## src/rtl/bitrev_pwm_pkg.sv

```systemverilog
package bitrev_pwm_pkg;
  localparam int unsigned PWM_DUTY_W = 8;
  localparam int unsigned PWM_LANES  = 3;
  typedef logic [PWM_DUTY_W-1:0] duty_t;
endpackage

```

## src/rtl/pwm_phase_counter.sv

```systemverilog
module pwm_phase_counter #(
  parameter int unsigned W = 8
) (
  input  logic         clk,
  input  logic         rst_n,
  input  logic         tick_en,
  output logic [W-1:0] phase,
  output logic         wrap
);
  localparam logic [W-1:0] LAST = '1;

  logic [W-1:0] phase_q;

  always_ff @(posedge clk) begin
    if (!rst_n)       phase_q <= '0;
    else if (tick_en) phase_q <= phase_q + 1'b1;
  end

  assign phase = phase_q;
  assign wrap  = tick_en && (phase_q == LAST);


  wrap_to_zero_chk: assert property (@(posedge clk) disable iff (!rst_n)
    (tick_en && phase_q == LAST) |=> (phase_q == '0));

  step_chk: assert property (@(posedge clk) disable iff (!rst_n)
    (tick_en && phase_q != LAST) |=> (phase_q == $past(phase_q) + 1'b1));

  hold_chk: assert property (@(posedge clk) disable iff (!rst_n)
    !tick_en |=> $stable(phase_q));
endmodule

```

## src/rtl/pwm_lane.sv

```systemverilog
module pwm_lane #(
  parameter int unsigned W = 8
) (
  input  logic         clk,
  input  logic         rst_n,
  input  logic         wrap,
  input  logic         load,
  input  logic [W-1:0] din,
  input  logic [W-1:0] phase,
  output logic         pwm
);
  localparam logic [W-1:0] ALL1 = '1;

  function automatic logic [W-1:0] mirror(input logic [W-1:0] v);
    logic [W-1:0] r;
    for (int i = 0; i < W; i++) r[i] = v[W-1-i];
    return r;
  endfunction

  logic [W-1:0] image_q;   // working image, updated on load
  logic [W-1:0] active_q;  // image the compare uses this period

  always_ff @(posedge clk) begin
    if (!rst_n) begin
      image_q  <= '0;
      active_q <= '0;
    end else begin
      if (load) image_q <= mirror(din);
      if (wrap) active_q <= load ? mirror(din) : image_q;
    end
  end

  assign pwm = mirror(phase) < mirror(active_q);


  active_hold_chk: assert property (@(posedge clk) disable iff (!rst_n)
    !wrap |=> $stable(active_q));

  wrap_load_chk: assert property (@(posedge clk) disable iff (!rst_n)
    (wrap && load) |=> (active_q == image_q));

  zero_low_chk: assert property (@(posedge clk) disable iff (!rst_n)
    (active_q == '0) |-> !pwm);

  full_high_chk: assert property (@(posedge clk) disable iff (!rst_n)
    (active_q == ALL1) |-> (pwm == (phase != ALL1)));
endmodule

```

## src/rtl/bitrev_pwm_dac.sv

```systemverilog
module bitrev_pwm_dac
  import bitrev_pwm_pkg::*;
#(
  parameter int unsigned DUTY_W = PWM_DUTY_W
) (
  input  logic              clk,
  input  logic              rst_n,
  input  logic              tick_en,
  input  logic [DUTY_W-1:0] duty0,
  input  logic              load0,
  input  logic [DUTY_W-1:0] duty1,
  input  logic              load1,
  input  logic [DUTY_W-1:0] duty2,
  input  logic              load2,
  output logic              pwm0,
  output logic              pwm1,
  output logic              pwm2
);
  localparam int unsigned NL = PWM_LANES;

  logic [DUTY_W-1:0] phase;
  logic              wrap;
  logic [DUTY_W-1:0] din  [NL];
  logic [NL-1:0]     ld;
  logic [NL-1:0]     outs;

  assign din[0] = duty0;
  assign din[1] = duty1;
  assign din[2] = duty2;
  assign ld     = {load2, load1, load0};

  pwm_phase_counter #(.W(DUTY_W)) u_cnt (
    .clk(clk), .rst_n(rst_n), .tick_en(tick_en), .phase(phase), .wrap(wrap)
  );

  for (genvar g = 0; g < NL; g++) begin : g_lane
    pwm_lane #(.W(DUTY_W)) u_lane (
      .clk(clk), .rst_n(rst_n), .wrap(wrap), .load(ld[g]),
      .din(din[g]), .phase(phase), .pwm(outs[g])
    );
  end

  assign pwm0 = outs[0];
  assign pwm1 = outs[1];
  assign pwm2 = outs[2];


  reset_low_chk: assert property (@(posedge clk)
    !rst_n |=> (outs == '0));
endmodule

```

## config.mk

```make
export PLATFORM = sky130hd
export DESIGN_NAME = bitrev_pwm_dac
export DESIGN_NICKNAME = d
export VERILOG_FILES = /design/src/rtl/bitrev_pwm_pkg.sv /design/src/rtl/pwm_phase_counter.sv /design/src/rtl/pwm_lane.sv /design/src/rtl/bitrev_pwm_dac.sv
export SDC_FILE = /design/constraint.sdc
export NUM_CORES = 1
export LEC_CHECK = 0
export BUFFER_PORTS_ARGS = -buffer_cell sky130_fd_sc_hd__buf_2
export CAP_MARGIN = 15
export CORE_ASPECT_RATIO = 1.4
export CORE_UTILIZATION = 30
export CTS_BUF_LIST = sky130_fd_sc_hd__clkbuf_4 sky130_fd_sc_hd__clkbuf_8 sky130_fd_sc_hd__clkbuf_16
export DETAILED_ROUTE_END_ITERATION = 16
export PLACE_DENSITY = 0.46
export SYNTH_ARGS = -nofsm -noshare
export SYNTH_HDL_FRONTEND = slang
export SYNTH_SLANG_ARGS = --single-unit
```

## constraint.sdc

```tcl
create_clock -name clk -period 3.94 [get_ports clk]
set_input_delay 1.182 -clock clk [delete_from_list [all_inputs] [get_ports clk]]
set_output_delay 1.182 -clock clk [all_outputs]
set_load 0.1 [all_outputs]
```

==> metrics.md, run 1 <==
| Metric | Value |
|---|---|
| Post-Place Cells | `398` |
| Met2 Resource Use GR | `19.25%` |
| Busiest grt layer | `met2` |
| TritonCTS buffer count | `5` |
| Clock skew | `5.232 ps` |
| Cell Area, Synth | `2912 um2` |
| Post-synth top area share | `38.50%` |
| Vias in the first global route | `1810` |
| IO buf count | `32` |
| Data required time of the worst path | `2760 ps` |
| Final design utilization | `34.89%` |
| Post-synth top area cell | `dfxtp_1` |
| Syn_nets | `320` |
| Final Setup Violations | `0` |
| Slew Limit Fails | `0` |
| ANT cells | `0` |
| GR Layer Usage met1 | `13.15%` |
| Final TNS setup | `0 ps` |
| Hold depth | `2` |
| Minimum clock period | `3328 ps` |
| Clock Path Buffers | `2` |
| RR Startpoint | `u_cnt.phase[0]` |
| CP bufs+invs | `1` |
| Synth area leaders | `dfxtp_1, mux2_4, ha_1` |
| RSZ-0062 raised after global routing | `no` |
| Ys Warns | `0` |
| Storage cell area | `1121 um2` |
| Reg2reg path depth | `4` |
| Antenna viol nets, final | `0` |
| First drt pass iteration count | `2` |
| Die area | `10110 um2` |
| Max cap viols | `0` |
| Die width | `85.26 um` |
| CP Class | `flop to output pin` |
| CTS tree | `built` |
| Status | `finished, final reports clean` |
| VDD IR max | `260.5 uV` |
| CP Launch Type | `flop` |
| Routed WL per cell | `12.64 um` |
| R2r endpoint | `g_lane[2].u_lane.active_q[7]` |
| Fillers | `994` |
| Rows | `42` |
| Post-synthesis sequential area ratio | `38.50%` |
| Clk sinks | `56` |
| Die height | `118.6 um` |
| Final cycle utilization of the critical path | `84.47%` |
| Post-DP HPWL | `3606 um` |
| Proportion of layout cells with a drive suffix above 1 | `34.12%` |
| Clk_lat worst skew | `300 ps` |
| Final hold vios | `0` |
| Critical Path, Cell by Cell | `ha_1 > and3_1 > a221oi_1 > o21a_1 > buf_2` |
| Starting Density | `30.78%` |
| GRT Total Usage | `11.24%` |
| Worst Tran Pin Value | `822.1 ps` |
| Synth Area per Inst | `10.86 um2` |
| CP max-delay cell | `dfxtp_1` |
| Number of remaining DRC errors | `0` |
| Routed Wire Length | `5131 um` |
| First-pass GRT wire length | `8832 um` |
| Initial antenna violation count | `0` |
| Layout Cells excl Fill | `406` |
| P&R area growth vs syn | `13.37%` |
| # nets final | `347` |
| Root Driver | `clkbuf_16` |
| CP endpoint kind | `output pin` |
| Setup Fix Bufs, Post-CTS | `0` |
| Cell variety after synth | `35` |
| Post-synthesis instance total | `268` |
| I/O pins | `33` |
| Total grt overflow | `0` |
| Crit path largest cell delay | `540 ps` |
| Hold Path Class | `flop to flop` |
| Slew margin rel. | `45.19%` |
| Family with the most delay on the worst path | `flip-flops` |
| Worst Hold Path EP | `g_lane[2].u_lane.image_q[7]` |
| Routing usage on met3 | `2.723%` |
| Worst Path Max Fanout | `7` |
| Leakage power | `1.504 nW` |
| Hold wc startpoint | `g_lane[2].u_lane.image_q[7]` |
| Synthesis-stage register bit count | `56` |
| Avg Vias per Cell | `4.544` |
| Hold_buf cts | `0` |
| Resized Gates After CTS | `0` |
| Critical path arrival | `2150 ps` |
| Clock transition at the registers of the reported paths | `70 ps` |
| DR iter-0 viols | `82` |
| R2R Setup Slk | `1850 ps` |
| GP Congestion | `0.7330` |
| Multi-input logic area | `1625 um2` |
| Largest net degree at the start of global routing | `58` |
| H-tree depth | `2` |
| Core Region | `9459 um2` |
| Via count | `1845` |
| Pwr/cell area | `382.1 nW/um2` |
| Pwr Total | `1.261 mW` |
| Fmax | `0.3005 GHz` |
==> where the power goes <==
| group | switching (mW) | internal, mW | leakage (nW) |
|---|---|---|---|
| logic | 0.0845 | 0.0548 | 0.960 |
| registers | 0.00920 | 0.582 | 0.456 |
| clock network | 0.212 | 0.319 | 0.0871 |
==> area by class of cell <==
class                           instances  area share [%]
Tap cell                              110           4.170
Sequential cell                        56           33.97
Clock inverter                          2           1.175
Timing Repair Buffer                   32           4.852
Clock buffer                            6           4.208
Multi-Input combinational cell        179           49.24
Inverter                               21           2.388
==> cells by family after synthesis <==
kind of cell	share of synthesized area (%)
adders and majority gates	9.454
buffers and inverters	5.673
xor gates and xnor gates	1.203
DFF	38.50
AOI/OAI and AO/OA	5.157
and+or+nand+nor	19.55
muxes	20.46
==> stage by stage <==
step / worst slack, ps / instance area, um2 / hold slack (ps)
finish: 611.9 / 3301 / 528.7
global route: 424.7 / 3301 / 549.4
CTS: 569.4 / 3301 / 537.4
detailed placement: 897.7 / 3123 / 521.1
global placement: 921.7 / 3123 / 514.5
floorplan: 332.4 / 2912 / 488.8
==> worst reg2reg max path, stage by stage, from the launching register on <==
cell and delay [ps]:
dfxtp_1 530, ha_1 300, nand4_1 230, nor2_8 520, mux2_2 400
==> state kept, by name, indices dropped and copies added (netlist names) <==
signal	flops
g_lane.u_lane.image_q	24
g_lane.u_lane.active_q	24
u_cnt.phase	8
==> how the worst max path moves through the flow <==
| stage | to | startpoint | depth (start not counted) |
|---|---|---|---|
| final | pwm2 | u_cnt.phase[2] | 5 |
| after floorplan | pwm0 | u_cnt.phase[0] | 4 |
| after global routing | pwm2 | u_cnt.phase[3] | 5 |
| after detailed placement | pwm2 | u_cnt.phase[3] | 5 |
| after CTS | pwm2 | u_cnt.phase[3] | 5 |
| after global placement | pwm2 | u_cnt.phase[2] | 5 |
==> layout by cell type, fill, tap and decap left out, drive strengths merged <==
cell    Yosys  layout
buf         6      32
o211ai      3       3
xnor2       3       3
dfxtp      56      56
mux2i      25      25
o21a        1       1
a31oi       1       1
clkbuf      6       6
a21oi       8       8
a221oi      1       1
nor2b       7       7
clkinv      0       1
xor2        1       1
bufinv      0       1
nand4       5       5
o21ai       4       4
nand3       5       5
mux2       24      24
o31ai       1       1
a21boi      2       2
and2b      20      20
a21o        3       3
nand2       7       7
inv        21      21
nor2        3       3
nand2b      2       2
or3         2       2
ha         22      22
and2       28      28
and3        1       1
==> synth_stat cells <==
master and instances:
ha_1 22, a21boi_1 2, o21ai_0 4, nand2_1 7, and3_1 1, mux2_2 4, nor2_1 2, a31oi_1 1
buf_12 2, mux2_4 20, nand4_4 1, a21o_1 3, nor2b_1 7, nand3_1 5, and2b_2 20, nor2_8 1
o211ai_1 3, o21a_1 1, inv_1 21, or3_1 2, and2_1 13, clkbuf_1 5, nand4_1 4, mux2i_1 25
dfxtp_1 56, xnor2_1 3, a221oi_1 1, clkbuf_2 1, and2_2 15, nand2b_1 2, o31ai_1 1, xor2_1 1
buf_4 1, buf_2 3, a21oi_1 8
==> metal layers <==
layer / vias up / part of all wire, % / wire length (um)
met1: 860 / 47 / 2392
li1: 956 / - / -
met4: 0 / 1.8 / 93
met5: - / 0 / 0
met3: 6 / 2.6 / 134
met2: 23 / 49 / 2511
Note: power is estimated with default switching activity, not from simulation.
==> run 2, diff against run 1 <==
Settings changed: ABC_AREA set to 1, PLACE_DENSITY 0.46 to 0.47.
Clock period 3.94 ns to 2.8 ns, I/O delays scaled along.
==> metrics.md, run 2 <==
| Metric | Value |
|---|---|
| I/O pins | `33 (unchanged)` |
| CP max-delay cell | `dfxtp_1` |
| Starting Density | `30.83% (+0.052 points)` |
| Routed Wire Length | `5488 um (+7.0%)` |
| CP endpoint kind | `output pin` |
| Critical path arrival | `1820 ps (-330 ps)` |
| Synth Area per Inst | `6.856 um2 (-37%)` |
| Number of remaining DRC errors | `0 (unchanged)` |
| Final TNS setup | `0 ps (unchanged)` |
| Ys Warns | `0 (unchanged)` |
| Synth area leaders | `dfxtp_1, inv_1, nand2_1` |
| Pwr Total | `1.761 mW (+40%)` |
| Leakage power | `1.711 nW (+14%)` |
| Vias in the first global route | `2256 (+25%)` |
| H-tree depth | `2 (unchanged)` |
| Commonest cells after routing, fill and taps aside | `inv_1, nand2_1, nor2_1, dfxtp_1, buf_2` |
| Crit path largest cell delay | `490 ps (-50 ps)` |
| CP Launch Type | `flop` |
| Final cycle utilization of the critical path | `95.05%` |
| Cell variety after synth | `19 (-46%)` |
| CP bufs+invs | `1 (unchanged)` |
| Minimum clock period | `2662 ps` |
| CP Class | `flop to output pin` |
| Top post-synthesis cells by count | `inv_1, nand2_1, dfxtp_1, nor2_1, o21a_1` |
| Critical Path, Cell by Cell | `ha_1 > a21oi_1 > o21ai_0 > a21oi_2 > clkbuf_4` |
| Top-count cell post-synth | `inv_1` |
| Die height | `118.3 um (-0.19%)` |
| Initial antenna violation count | `0 (unchanged)` |
| R2R Setup Slk | `1160 ps (-690 ps)` |
| Largest net degree at the start of global routing | `33 (-43%)` |
| Total grt overflow | `0 (unchanged)` |
| Clock transition at the registers of the reported paths | `70 ps (about the same)` |
| Worst Path Max Fanout | `7 (unchanged)` |
| Most common cell after layout, fill and taps aside | `inv_1` |
| IO buf count | `32 (unchanged)` |
| Data required time of the worst path | `1960 ps (-800 ps)` |
| Hold_buf cts | `0 (unchanged)` |
| Antenna viol nets, final | `0 (unchanged)` |
| Post-synth top area cell | `dfxtp_1` |
| Clock Path Buffers | `2 (unchanged)` |
| Fmax | `0.3757 GHz` |
| ANT cells | `0 (unchanged)` |
| Routed WL per cell | `9.783 um (-23%)` |
| Worst Tran Pin Value | `399.1 ps (-423.0 ps)` |
| EDFF count, synth | `0 (unchanged)` |
| Setup Fix Bufs, Post-CTS | `0 (unchanged)` |
| Post-synth top area share | `38.65% (+0.15 points)` |
| Cell Area, Synth | `2900 um2 (-0.39%)` |
| VDD IR max | `283.3 uV (+8.7%)` |
| CTS tree | `built` |
| Syn_nets | `475 (+48%)` |
| Pwr/cell area | `529.2 nW/um2 (+39%)` |
| Core Region | `9407 um2 (-0.56%)` |
| Status | `finished, final reports clean` |
| Post-synthesis sequential area ratio | `38.65% (+0.15 points)` |
| Slew Limit Fails | `0 (unchanged)` |
| Root Driver | `clkbuf_16` |
| Proportion of layout cells with a drive suffix above 1 | `11.09% (-23 points)` |
| Final hold vios | `0 (unchanged)` |
| Max cap viols | `0 (unchanged)` |
| Post-DP HPWL | `4008 um (+11%)` |
| P&R area growth vs syn | `14.75%` |
| Clk_lat worst skew | `300 ps (about the same)` |
| Post-synthesis instance total | `423 (+58%)` |
| DR iter-0 viols | `82 (unchanged)` |
| FFs w/ async S/R, synth | `0% (unchanged)` |
| GRT Total Usage | `12.57% (+1.3 points)` |
| First drt pass iteration count | `4 (+2)` |
| Final Setup Violations | `0 (unchanged)` |
| Die width | `85.10 um (-0.19%)` |
| TritonCTS buffer count | `5 (unchanged)` |
| Synthesis-stage register bit count | `56 (unchanged)` |
| Avg Vias per Cell | `4.171 (-8.2%)` |
| Rows | `42 (unchanged)` |
| First-pass GRT wire length | `10070 um (+14%)` |
| Clock skew | `4.817 ps (-0.4149 ps)` |
| Synth Flop Type | `dfxtp_1` |
| # nets final | `502 (+45%)` |
| Hold Path Class | `flop to flop` |
| Via count | `2340 (+27%)` |
| Family with the most delay on the worst path | `flip-flops` |
| RSZ-0062 raised after global routing | `no` |
| GP Congestion | `0.7083 (-3.4%)` |
| Slew margin rel. | `73.23% (+28 points)` |
| Clk sinks | `56 (unchanged)` |
| Die area | `10070 um2 (-0.38%)` |
## run 2: cell types whose count changed in the layout (fill, tap and decap cells not counted), sizes merged, moves of 10 or more
cell   delta
and2b    -20
nand2    +76
and2     -28
o21a     +24
o21ai    +27
inv      +88
a21oi    +10
nor2     +54
mux2i    -25
mux2     -24
## run 2: cells by family after synthesis
group	Yosys count	share of synthesized area, %
flops	56	38.65
fa+ha+maj	22	9.491
xor+xnor	1	0.3020
simple gates	144	19.41
compound gates	74	14.93
buf+inv	126	17.21
## run 2: what timing repair did
action,in CTS,in global routing
endpoints found under the hold margin,0,0
setup endpoints to repair,0,3
resized for setup,0,3
## run 2: worst reg2reg max path, delay by kind of cell (launching register included)
kind	cells	cell delay (ps)
AO/OA/AOI/OAI	1	210
adder cells (fa/ha/maj)	1	220
flip-flops	1	490
AND/OR/NAND/NOR	4	380
buffers and inverters	1	240
## run 2: power breakdown
group          internal, mW  total (mW)  switching, mW
Clock                 0.421       0.713          0.292
Sequential            0.822       0.835         0.0124
Combinational        0.0777       0.214          0.136
## run 2: area by class of cell
| type | count | area [um2] |
|---|---|---|
| Clock buffer | 5 | 125.1 |
| Inverter | 110 | 412.9 |
| Timing Repair Buffer | 36 | 197.7 |
| Fill cell | 1050 | 6078 |
| Tap cell | 110 | 137.6 |
| Multi-Input combinational cell | 241 | 1291 |
| Clock inverter | 3 | 42.54 |
| Sequential cell | 56 | 1121 |
## run 2: path summary, 6_finish.rpt
path                                 from                      endpoint  cells after the start
min          g_lane[1].u_lane.active_q[7]  g_lane[1].u_lane.active_q[7]                      4
max                        u_cnt.phase[0]                          pwm0                      5
min reg2reg  g_lane[1].u_lane.active_q[7]  g_lane[1].u_lane.active_q[7]                      4
max reg2reg                u_cnt.phase[1]  g_lane[0].u_lane.active_q[2]                      7
## run 2: stage by stage
step           setup WS (ps)  hold WS [ps]  utilization [%]  instances  instance area (um2)
2_1_floorplan          189.9         487.2                -        423                 2912
6_report               138.5         513.6            35.38        561                 3328
3_3_place_gp           370.9         505.4            33.52        553                 3153
5_1_grt                44.08         553.6            35.38        561                 3328
3_5_place_dp           330.4         507.6            33.52        553                 3153
4_1_cts                2.135         520.6            35.30        561                 3321
## run 2: layer usage
metal  vias up  track usage (%)  part of all wire (%)
li1       1305                -                     -
met1      1011            13.91                    46
met2        19            22.78                    50
met3         5            2.863                   2.3
met4         0            5.085                   1.9
met5         -                0                     0
==> run 3, diff against run 2 <==
Settings changed: CORE_ASPECT_RATIO 1.4 to 1.2, CORE_UTILIZATION 30 to 40, PLACE_DENSITY 0.47 to 0.59, SYNTH_HIERARCHICAL set to 1.
==> metrics.md, run 3 <==
| Metric | Value |
|---|---|
| Syn_nets | `456 (-4.0%)` |
| Clock Path Buffers | `2 (unchanged)` |
| Pwr Total | `1.515 mW (-14%)` |
| Max cap viols | `0 (unchanged)` |
| Combinational share of power | `13.6% (+1.5 points)` |
| Clock power frac | `31.3% (-9.2 points)` |
| Critical Path, Cell by Cell | `ha_1 > a21oi_1 > o21ai_0 > a21oi_2 > buf_4` |
| Synth area leaders | `dfxtp_1, inv_1, ha_1` |
| Routed WL per cell | `9.688 um (-0.97%)` |
| Post-synthesis adder-cell area fraction | `9.434% (-0.057 points)` |
| Final TNS setup | `0 ps (unchanged)` |
| CP Class | `flop to output pin` |
| Final hold vios | `0 (unchanged)` |
| Worst Tran Pin Value | `506.5 ps (+107.4 ps)` |
| TritonCTS buffer count | `5 (unchanged)` |
| CP endpoint kind | `output pin` |
| Largest net degree at the start of global routing | `18 (-45%)` |
| Post-synthesis instance total | `404 (-4.5%)` |
| Rows | `33 (-21%)` |
| Routed Wire Length | `5028 um (-8.4%)` |
| FFs w/ async S/R, synth | `0% (unchanged)` |
| Ys Warns | `6 (+6)` |
| Fillers | `740 (-30%)` |
| Data required time of the worst path | `1960 ps (about the same)` |
| Commonest cells after routing, fill and taps aside | `inv_1, nand2_1, dfxtp_1, nor2_1, a21oi_1` |
| Core Region | `6937 um2 (-26%)` |
| Status | `finished, final reports clean` |
| Via count | `2267 (-3.1%)` |
| Slew Limit Fails | `0 (unchanged)` |
| # nets final | `483 (-3.8%)` |
| Total grt overflow | `0 (unchanged)` |
| Slew margin rel. | `66.20% (-7.0 points)` |
| Simple-gate share of the synthesized area | `14.32% (-5.1 points)` |
| Mux share of post-synthesis cell area | `0% (unchanged)` |
| Top-count cell post-synth | `inv_1` |
| Largest family of logic cells by synthesized area | `buffers and inverters` |
| Number of remaining DRC errors | `0 (unchanged)` |
| CP bufs+invs | `1 (unchanged)` |
| Die height | `95.56 um (-19%)` |
| Synth Area per Inst | `7.222 um2 (+5.3%)` |
| Clock transition at the registers of the reported paths | `100 ps (+30 ps)` |
| Final Setup Violations | `0 (unchanged)` |
| Post-synthesis sequential area ratio | `38.42% (-0.23 points)` |
| RSZ-0062 raised after global routing | `no` |
| Antenna viol nets, final | `0 (unchanged)` |
| Root Driver | `clkbuf_8` |
| Placed instance area | `3044 um2 (-3.5%)` |
| Final design utilization | `45.38% (+10 points)` |
| Die area | `7641 um2 (-24%)` |
| First-pass GRT wire length | `8273 um (-18%)` |
| First drt pass iteration count | `4 (unchanged)` |
| Cell variety after synth | `15 (-4)` |
| Psw | `0.4164 mW (-5.5%)` |
| H-tree depth | `2 (unchanged)` |
| Cell internal pwr | `1.098 mW (-17%)` |
| Fmax | `0.3752 GHz (-0.14%)` |
| Synth Flop Type | `dfxtp_1` |
| Top post-synthesis cells by count | `inv_1, nand2_1, dfxtp_1` |
| Final Cell Area | `3148 um2 (-5.4%)` |
| Post-DP HPWL | `3698 um (-7.7%)` |
| Die width | `79.97 um (-6.0%)` |
| Vias in the first global route | `1890 (-16%)` |
| CTS tree | `built` |
| Crit path largest cell delay | `510 ps (+20 ps)` |
| ANT cells | `0 (unchanged)` |
| Avg Vias per Cell | `4.368 (+4.7%)` |
| Pwr/cell area | `481.2 nW/um2 (-9.1%)` |
| Initial antenna violation count | `0 (unchanged)` |
| Compound-Gate Fraction of Synth Area | `18.01% (+3.1 points)` |
| VDD IR max | `198.7 uV (-30%)` |
| Cell Area, Synth | `2918 um2 (+0.60%)` |
| Hold Path Class | `flop to flop` |
| Synthesis-stage register bit count | `56 (unchanged)` |
| Sequential power share | `55.1% (+7.7 points)` |
| EDFF count, synth | `0 (unchanged)` |
| Clk sinks | `56 (unchanged)` |
| Synth Area in XOR/XNOR | `0% (-0.30 points)` |
| Worst Path Max Fanout | `7 (unchanged)` |
| Clock skew | `8.481 ps (+3.664 ps)` |
| Final cycle utilization of the critical path | `95.18% (+0.13 points)` |
| P&R area growth vs syn | `7.890%` |
| IO buf count | `32 (unchanged)` |
| Storage cell area | `1121 um2 (unchanged)` |
| Minimum clock period | `2665 ps (+3.635 ps)` |
| CP Launch Type | `flop` |
| Multi-input logic area | `1230 um2 (-4.7%)` |
| I/O pins | `33 (unchanged)` |
| GRT Total Usage | `13.93% (+1.4 points)` |
| GP Congestion | `0.7397 (+4.4%)` |
| Most common cell after layout, fill and taps aside | `inv_1` |
| Setup Fix Bufs, Post-CTS | `0 (unchanged)` |
| Family with the most delay on the worst path | `flip-flops` |
| DR iter-0 viols | `108 (+32%)` |
| Critical path arrival | `1830 ps (about the same)` |
| Clk_lat worst skew | `310 ps (about the same)` |
| WHS | `552.2 ps (+38.62 ps)` |
| Proportion of layout cells with a drive suffix above 1 | `10.19% (-0.90 points)` |
| Post-synth top area share | `38.42% (-0.23 points)` |
| CP max-delay cell | `dfxtp_1` |
| Post-synth top area cell | `dfxtp_1` |
| Starting Density | `42.06% (+11 points)` |
| Switching Share | `27.49% (+2.5 points)` |
| Leakage power | `1.719 nW (+0.51%)` |
## run 3: cell types whose count changed after synthesis, sizes merged
cell,change
nand3,+1
nand3b,-1
inv,+4
o21a,-1
nand2,-24
buf,+6
xnor2,-1
clkbuf,-10
o21ai,-1
a21oi,+21
nor2,-12
clkinv,-1
## run 3: logic make-up after synthesis
group / count (synthesis)
DFF: 56
AOI/OAI and AO/OA: 93
adders and majority gates: 22
and+or+nand+nor: 108
buffers and inverters: 125
## run 3: per-layer routing
metal | vias to the layer above | global-route usage, % | part of all wire (%)
li1 | 1271 | - | -
met5 | - | 0 | 0
met3 | 4 | 2.775 | 3.1
met1 | 963 | 17.67 | 51
met2 | 29 | 23.36 | 45
met4 | 0 | 4.911 | 1.2
## run 3: layout make-up
cell class	count	share of cell area, %
Multi-Input combinational cell	223	39.07
Sequential cell	56	35.61
Inverter	113	13.47
Timing Repair Buffer	32	5.326
Tap cell	87	3.458
Clock buffer	6	2.623
Clock inverter	2	0.4372
## run 3: repair_timing
action / CTS / global route
hold buffers: 0 / 0
gates resized for setup: 1 / 2
setup endpoints to repair: 1 / 2
## run 3: worst min-delay path, stage by stage, from the launching register on
cell and delay, ps:
dfxtp_1 320, o21a_1 120, o21ai_1 50, inv_1 40
## run 3: power by group through the flow
| stage | Combinational, mW | Sequential [mW] | Clock [mW] |
|---|---|---|---|
| 2_1_floorplan | 0.168 | 0.849 | 0 |
| 3_3_place_gp | 0.202 | 0.853 | 0 |
| 3_5_place_dp | 0.205 | 0.854 | 0 |
| 4_1_cts | 0.207 | 0.835 | 0.489 |
| 5_1_grt | 0.232 | 0.838 | 0.517 |
| 6_report | 0.207 | 0.834 | 0.474 |
## run 3: metrics by stage
step	setup slack (ps)	cells
floorplan	222.7	404
global placement	368.0	511
detailed placement	342.4	511
CTS	44.19	519
global route	35.30	519
finish	134.9	519
## run 3: worst paths after layout
path | startpoint | end | slack [ps] | cells after the start
max | u_cnt/phase[0] | pwm1 | 130 | 5
min | g_lane[0].u_lane/image_q[0] | g_lane[0].u_lane/active_q[0] | 550 | 3
max reg2reg | u_cnt/phase[0] | g_lane[2].u_lane/active_q[5] | 680 | 9
min reg2reg | g_lane[0].u_lane/image_q[0] | g_lane[0].u_lane/active_q[0] | 550 | 3
